File: src/rtl/slp_pkg.sv
package slp_pkg;
  typedef enum logic [2:0] {
    ST_AWAKE  = 3'd0,
    ST_ASLEEP = 3'd1,
    ST_OSTART = 3'd2,
    ST_BOUND  = 3'd3,
    ST_FETCHD = 3'd4,
    ST_FNOP_A = 3'd5,
    ST_FNOP_B = 3'd6
  } slp_state_e;

  localparam int unsigned PHASES = 4;
endpackage

File: src/rtl/slp_qphase_gen.sv
module slp_qphase_gen #(
  parameter int unsigned PHASES = 4
) (
  input  logic                        clk,
  input  logic                        rst_n,
  output logic [$clog2(PHASES)-1:0]   phase,
  output logic                        q_end
);
  localparam int unsigned PW = $clog2(PHASES);
  localparam logic [PW-1:0] LAST = PW'(PHASES - 1);

  logic [PW-1:0] phase_q, phase_d;

  always_comb begin
    if (phase_q == LAST) phase_d = '0;
    else                 phase_d = phase_q + 1'b1;
  end

  always_ff @(posedge clk or negedge rst_n) begin
    if (!rst_n) phase_q <= '0;
    else        phase_q <= phase_d;
  end

  assign phase = phase_q;
  assign q_end = (phase_q == LAST);
endmodule

File: src/rtl/slp_ost_timer.sv
module slp_ost_timer #(
  parameter int unsigned OST_CYCLES = 1024
) (
  input  logic clk,
  input  logic rst_n,
  input  logic run,
  output logic done
);
  localparam int unsigned OW = $clog2(OST_CYCLES + 1);
  localparam logic [OW-1:0] TERM = OW'(OST_CYCLES - 1);

  logic [OW-1:0] cnt_q, cnt_d;
  logic          cnt_en;

  assign cnt_en = run && (cnt_q != TERM);

  always_comb begin
    cnt_d = cnt_q;
    if (!run)        cnt_d = '0;
    else if (cnt_en) cnt_d = cnt_q + 1'b1;
  end

  always_ff @(posedge clk or negedge rst_n) begin
    if (!rst_n) cnt_q <= '0;
    else        cnt_q <= cnt_d;
  end

  assign done = run && (cnt_q == TERM);
endmodule

File: src/rtl/slp_status_bits.sv
module slp_status_bits (
  input  logic clk,
  input  logic rst_n,
  input  logic clrwdt,
  input  logic sleep_go,
  input  logic wdt_to,
  output logic to_bit,
  output logic pd_bit,
  output logic wdt_clr
);
  logic to_q, to_d, pd_q, pd_d, clr_q, clr_d;

  always_comb begin
    to_d  = to_q;
    pd_d  = pd_q;
    clr_d = clrwdt | sleep_go;
    if (clrwdt) begin
      to_d = 1'b1;
      pd_d = 1'b1;
    end else if (sleep_go) begin
      to_d = 1'b1;
      pd_d = 1'b0;
    end else if (wdt_to) begin
      to_d = 1'b0;
    end
  end

  always_ff @(posedge clk or negedge rst_n) begin
    if (!rst_n) begin
      to_q  <= 1'b1;
      pd_q  <= 1'b1;
      clr_q <= 1'b0;
    end else begin
      to_q  <= to_d;
      pd_q  <= pd_d;
      clr_q <= clr_d;
    end
  end

  assign to_bit  = to_q;
  assign pd_bit  = pd_q;
  assign wdt_clr = clr_q;
endmodule

File: src/rtl/slp_wake_ctrl.sv
module slp_wake_ctrl
  import slp_pkg::*;
#(
  parameter int unsigned NSRC       = 8,
  parameter int unsigned OST_CYCLES = 1024
) (
  input  logic            clk,
  input  logic            rst_n,
  input  logic            sleep_exec,
  input  logic            clrwdt_exec,
  input  logic [NSRC-1:0] irq_en,
  input  logic [NSRC-1:0] irq_flag,
  input  logic            gie,
  input  logic            osc_xtal,
  input  logic            wdt_timeout,
  output logic [1:0]      q_phase,
  output logic            core_halt,
  output logic            core_clk_off,
  output logic            wdt_clear,
  output logic            to_bit,
  output logic            pd_bit,
  output logic            force_nop,
  output logic            vec_req
);
  // Reset: asserted asynchronously, released through two flops
  logic rst_s1, rst_s2;
  always_ff @(posedge clk or negedge rst_n) begin
    if (!rst_n) begin
      rst_s1 <= 1'b0;
      rst_s2 <= 1'b0;
    end else begin
      rst_s1 <= 1'b1;
      rst_s2 <= rst_s1;
    end
  end

  logic [1:0] phase;
  logic       q_end;

  slp_qphase_gen #(.PHASES(PHASES)) u_qph (
    .clk   (clk),
    .rst_n (rst_s2),
    .phase (phase),
    .q_end (q_end)
  );

  logic [NSRC-1:0] src_hit;
  logic            wake_pend;
  assign src_hit   = irq_en & irq_flag;
  assign wake_pend = |src_hit;

  slp_state_e st_q, st_d;
  logic       sleep_go, ost_run, ost_done;

  assign sleep_go = (st_q == ST_AWAKE) && sleep_exec && !wake_pend;
  assign ost_run  = (st_q == ST_OSTART);

  slp_ost_timer #(.OST_CYCLES(OST_CYCLES)) u_ost (
    .clk   (clk),
    .rst_n (rst_s2),
    .run   (ost_run),
    .done  (ost_done)
  );

  always_comb begin
    st_d = st_q;
    unique case (st_q)
      ST_AWAKE:  if (sleep_go) st_d = ST_ASLEEP;
      ST_ASLEEP: if (wake_pend || wdt_timeout)
                   st_d = osc_xtal ? ST_OSTART : ST_BOUND;
      ST_OSTART: if (ost_done) st_d = ST_BOUND;
      ST_BOUND:  if (q_end) st_d = gie ? ST_FETCHD : ST_AWAKE;
      ST_FETCHD: if (q_end) st_d = ST_FNOP_A;
      ST_FNOP_A: if (q_end) st_d = ST_FNOP_B;
      ST_FNOP_B: if (q_end) st_d = ST_AWAKE;
      default:   st_d = ST_AWAKE;
    endcase
  end

  always_ff @(posedge clk or negedge rst_s2) begin
    if (!rst_s2) st_q <= ST_AWAKE;
    else         st_q <= st_d;
  end

  slp_status_bits u_stat (
    .clk      (clk),
    .rst_n    (rst_s2),
    .clrwdt   (clrwdt_exec),
    .sleep_go (sleep_go),
    .wdt_to   (wdt_timeout),
    .to_bit   (to_bit),
    .pd_bit   (pd_bit),
    .wdt_clr  (wdt_clear)
  );

  assign q_phase      = phase;
  assign core_clk_off = (st_q == ST_ASLEEP) || (st_q == ST_OSTART);
  assign core_halt    = core_clk_off || (st_q == ST_BOUND);
  assign force_nop    = (st_q == ST_FNOP_A) || (st_q == ST_FNOP_B);
  assign vec_req      = (st_q == ST_FNOP_A);
endmodule

File: config.mk
export PLATFORM = sky130hd
export DESIGN_NAME = slp_wake_ctrl
export DESIGN_NICKNAME = d
export VERILOG_FILES = /design/src/rtl/slp_pkg.sv /design/src/rtl/slp_qphase_gen.sv /design/src/rtl/slp_ost_timer.sv /design/src/rtl/slp_status_bits.sv /design/src/rtl/slp_wake_ctrl.sv
export SDC_FILE = /design/constraint.sdc
export NUM_CORES = 1
export LEC_CHECK = 0
export ABC_AREA = 0
export BUFFER_PORTS_ARGS = -buffer_cell sky130_fd_sc_hd__buf_4
export CAP_MARGIN = 20
export CORE_UTILIZATION = 53
export CTS_BUF_LIST = sky130_fd_sc_hd__clkbuf_4 sky130_fd_sc_hd__clkbuf_8
export CTS_CLUSTER_DIAMETER = 50
export CTS_CLUSTER_SIZE = 25
export DETAILED_ROUTE_END_ITERATION = 16
export PLACE_DENSITY = 0.81
export SYNTH_ARGS = -nofsm -noshare
export SYNTH_HDL_FRONTEND = slang
export SYNTH_SLANG_ARGS = --single-unit
File: constraint.sdc
create_clock -name clk -period 1.1 [get_ports clk]
set_clock_uncertainty 0.1 [all_clocks]
set_input_delay 0.055 -clock clk [delete_from_list [all_inputs] [get_ports clk]]
set_output_delay 0.055 -clock clk [all_outputs]
set_load 0.1 [all_outputs]
==> results.md, run 1 <==
- DPL Wire Length: 2320 um
- # H-tree levels: 1
- Number of synthesized register bits: 21
- Clk sinks: 21
- EDFF count, synth: 0
- Initial core utilization: 0.568
- # hold bufs at CTS: 5
- Stop Error: [ERROR DPL-0038] Utilization greater than 100%, impossible to legalize
- Ys async rst share: 1.00
- Halt Stage: clock tree synthesis (4_1_cts)
- Mapped Avg Cell Area: 9.77 um^2
- Ys flop type: dfrtp_1
- Post_cts resized: 44
- IO Pins: 32
- Netlist cell types: 40
- Clk root buf: clkbuf_4
- Num rows: 16
- Gpl congestion: 0.837
- Synth Area in Compound Gates: 0.175
- Total CTS buffers: 3
- Post-synthesis mux area share: 0.00899
- Synth Area in XOR/XNOR: 0.0551
- PortBufs: 31
- # Post-CTS Setup Buffers: 10
- Cell area after synthesis: 1110 um^2
- Outcome: did not finish
- Post-Synth Simple-Gate Area: 0.230
- Clock tree buffer depth: 2
- Die height: 47.8 um
- Register area share after synthesis: 0.474
- Post-Synthesis Cells: 114
- Main combinational cell family by area after synthesis: simple AND/OR/NAND/NOR gates
- Post-Synth Adder-Cell Area: 0.0225
- Post-Syn Nets: 139
- YS warnings: 0
- Pre-CTS WS: -0.412 ns
- Horiz. Die Dim: 47.8 um
[cell usage after synthesis, types with 4 or more instances]
library cell	instances	area (um^2)
a22oi_1	4	30.0
a31oi_1	4	25.0
clkbuf_1	4	15.0
dfrtp_1	19	475
nand2_1	7	26.3
nand3_1	4	20.0
nand4_1	4	25.0
nor2_1	16	60.1
o21ai_0	5	25.0
xor2_1	4	35.0
[per-stage QoR]
step	area, um^2	setup TNS [ns]	instances	hold WS (ns)
global placement	1700	-5.68	197	-0.263
detailed placement	1700	-6.42	197	-0.255
floorplan	1250	-6.29	114	-0.341
[logic make-up after synthesis]
kind of cell             count (synthesis)
AND/OR/NAND/NOR                         49
other                                    1
AO/OA/AOI/OAI                           26
flip-flops                              21
buffers and inverters                    7
multiplexers                             1
adder cells (fa/ha/maj)                  2
XOR/XNOR                                 7
==> inputs of run 2 (changes only) <==
- CORE_AREA: not set -> 2 2 63 65
- CORE_UTILIZATION: 53 -> not set
- CTS_BUF_LIST: sky130_fd_sc_hd__clkbuf_4 sky130_fd_sc_hd__clkbuf_8 -> not set
- CTS_CLUSTER_DIAMETER: 50 -> not set
- CTS_CLUSTER_SIZE: 25 -> not set
- DIE_AREA: not set -> 0 0 65 67
- PLACE_DENSITY: 0.81 -> not set
- PLACE_DENSITY_LB_ADDON: not set -> 0.15
==> run 2 against run 1 <==
Net effect:
- synthesized cell count unchanged
- area after synthesis unchanged
- the flow now finishes, with violations (negative setup slack)
==> results.md, run 2 <==
- Fraction of layout cells with a size suffix above 1: 0.583
- Die height: 67 um (+40%)
- Worst setup path class: reg -> reg
- Leading cell type by number of instances after synthesis: dfrtp_1
- # H-tree levels: 1 (unchanged)
- Critical path buffers and inverters: 0
- Worst VDD drop: 0.903 mV
- Max Cap Viol: 0
- 1st-pass router iterations: 4
- Clk slew on worst S/H paths: 0.07 ns
- Vias in the first global route: 1,180
- Final worst-path cycle share: 1.36
- Ant diodes: 0
- Synth cell count leaders: dfrtp_1 (19), nor2_1 (16), nand2_1 (7), o21ai_0 (5)
- Initial antenna violation count: 0
- FMAX: 670 MHz
- IO Pins: 32 (unchanged)
- Initial core utilization: 0.309 (-0.259)
- CTS tree: done
- NumNets Final: 213
- Reg2Reg Launch Point: st_q[2]
- Arrival time worst endpoint: 1.58 ns
- Clk root buf: clkbuf_8
- Register area share after synthesis: 0.474 (unchanged)
- Hold WS: 0.0498 ns
- CP required: 1.19 ns
- Final min period: 1.49 ns
- Pre-CTS WS: -0.394 ns (+0.0184 ns)
- Post-Synthesis Cells: 114 (unchanged)
- Num rows: 22 (+6)
- Crit-path max FO: 4
- FF/Latch Area: 538 um^2
- DR vias/cell: 4.74
- Fin. Hold Viols: 0
- GRT Overall Usage: 0.152
- Avg WL per Cell: 12.9 um
- CORE AREA: 3610 um^2
- Top reg by flops: u_ost.cnt_q
- YS warnings: 0 (unchanged)
- Ys flop type: dfrtp_1
- CP endpoint: u_stat.pd_bit
- Largest net degree at the start of global routing: 20
- Fin worst setup slack: -0.393 ns
- Reg2Reg Depth: 3
- DIE AREA: 4360 um^2
- Slowest-stage cell, CP: dfrtp_1
- Post-Syn Nets: 139 (unchanged)
- Most common cell after layout, fill and taps aside: buf_4
- Final setup vio count: 25
- Outcome: finished, violations left
- Gpl congestion: 0.772 (-7.7%)
- Routed Antenna Nets: 0
- Leakage power figure: 0.939 nW
- Footprint of the multi-input gates: 772 um^2
- Clk sinks: 21 (unchanged)
- Clock tree buffer depth: 2 (unchanged)
- Filler cell count: 295
- Final routed DRC violation total: 0
- Hold WC Path Type: in -> reg
- Total CTS buffers: 3 (unchanged)
- Horiz. Die Dim: 65 um (+36%)
- Cell area after synthesis: 1110 um^2 (unchanged)
- Most area-consuming cells after synthesis: dfrtp_1 (43%), nor2_1 (5.4%), dfstp_2 (4.7%)
- Crit. End Element: flop
- R2R Setup Slk: -0.39 ns
- CP Launch Type: flop
- Latest clock arrival within the worst-skew pair: 0.25 ns
- Yosys top cell by area: dfrtp_1
- Worst setup path startpoint: st_q[2]
- EDFF count, synth: 0 (unchanged)
- Post-synth top area share: 0.427 (unchanged)
- R2r endpoint: u_stat.pd_bit
- Ys async rst share: 1.00 (unchanged)
- First-pass GRT wire length: 5100 um
- Pwr per Cell Area: 2000 nW/um^2
- Number of synthesized register bits: 21 (unchanged)
- Netlist cell types: 40 (unchanged)
- Top delay family on crit path: simple AND/OR/NAND/NOR gates
- Initial DRC count: 34
- CP peak stage delay: 0.41 ns
- Crit path cell chain: or3_1, or3_4, a21o_1
- PortBufs: 31 (unchanged)
- Failing checks: negative setup slack
- Most frequent cells in the layout: buf_4 (49), dfrtp_1 (15), buf_6 (12)
- RSZ-0062 raised after global routing: yes
- Grt total ovfl: 0
- Max Slew Vio Count: 0
- DPL Wire Length: 2110 um (-9.0%)
- Vias: 1,114
- Post-synthesis to final-layout area growth: 92.7%
- Max FFs per register: 11
- Mapped Avg Cell Area: 9.77 um^2 (unchanged)
- Crit path depth: 3
- Total wire length: 3040 um
## run 2: cell counts after synthesis
Identical to the previous run, type by type.
## run 2: cell families after synthesis
group	count (synthesis)	synth area share
other	1	0.00337
flip-flops	21	0.474
XOR/XNOR	7	0.0551
AO/OA/AOI/OAI	26	0.175
AND/OR/NAND/NOR	49	0.230
multiplexers	1	0.00899
adder cells (fa/ha/maj)	2	0.0225
buffers and inverters	7	0.0303
## run 2: metal layers
metal / track usage / vias to the layer above / routed length (um)
met1: 0.178 / 537 / 1300
met2: 0.287 / 14 / 1660
met3: 0.0220 / 2 / 60
met5: 0 / - / 0
li1: - / 561 / -
met4: 0.0399 / 0 / 20
## run 2: layout make-up
cell class,instances,share of cell area
repair buffers,74,0.337
flip-flops and latches,21,0.251
well taps,48,0.0280
inverters,2,0.00350
clock buffers,4,0.0210
multi-input cells,86,0.360
## run 2: worst min-delay path: cells and delay by family
family	cells	cell delay, ns
AO/OA/AOI/OAI	1	0.08
AND/OR/NAND/NOR	1	0.11
buffers and inverters	1	0.11
## run 2: report_power, final
group          total, mW  internal [mW]  switching, mW
clock              0.495          0.257          0.237
combinational       2.85           1.30           1.55
sequential         0.947          0.871         0.0765
## run 2: worst min-delay path by stage
| stage | startpoint | end | slack, ns | depth (start not counted) |
|---|---|---|---|---|
| final | gie | st_q[2] | 0.05 | 3 |
| after global routing | gie | st_q[2] | 0.07 | 3 |
| after CTS | rst_n | rst_s2 | 0.005 | 2 |
| after detailed placement | rst_n | rst_s2 | -0.26 | 1 |
| after global placement | rst_n | rst_s2 | -0.26 | 1 |
| after floorplan | rst_n | rst_s1 | -0.34 | 0 |
## run 2: stage by stage
stage | utilization | cells | TNS [ns] | power [mW] | instance area [um^2]
floorplan | - | 114 | -6.29 | 2.60 | 1250
global placement | 0.480 | 219 | -5.39 | 3.18 | 1730
detailed placement | 0.480 | 219 | -5.59 | 3.22 | 1730
CTS | 0.560 | 229 | -7.03 | 4.14 | 2020
global route | 0.595 | 235 | -8.41 | 4.56 | 2150
finish | 0.595 | 235 | -6.79 | 4.29 | 2150
## run 2: what timing repair did
item	in CTS	in global routing
hold endpoints to repair	5	2
gates resized for setup	46	14
endpoints found under the setup margin	25	26
pin swaps	10	11
buffers inserted	3	5
hold buffers	3	1
(Power assumes the default switching activity.)
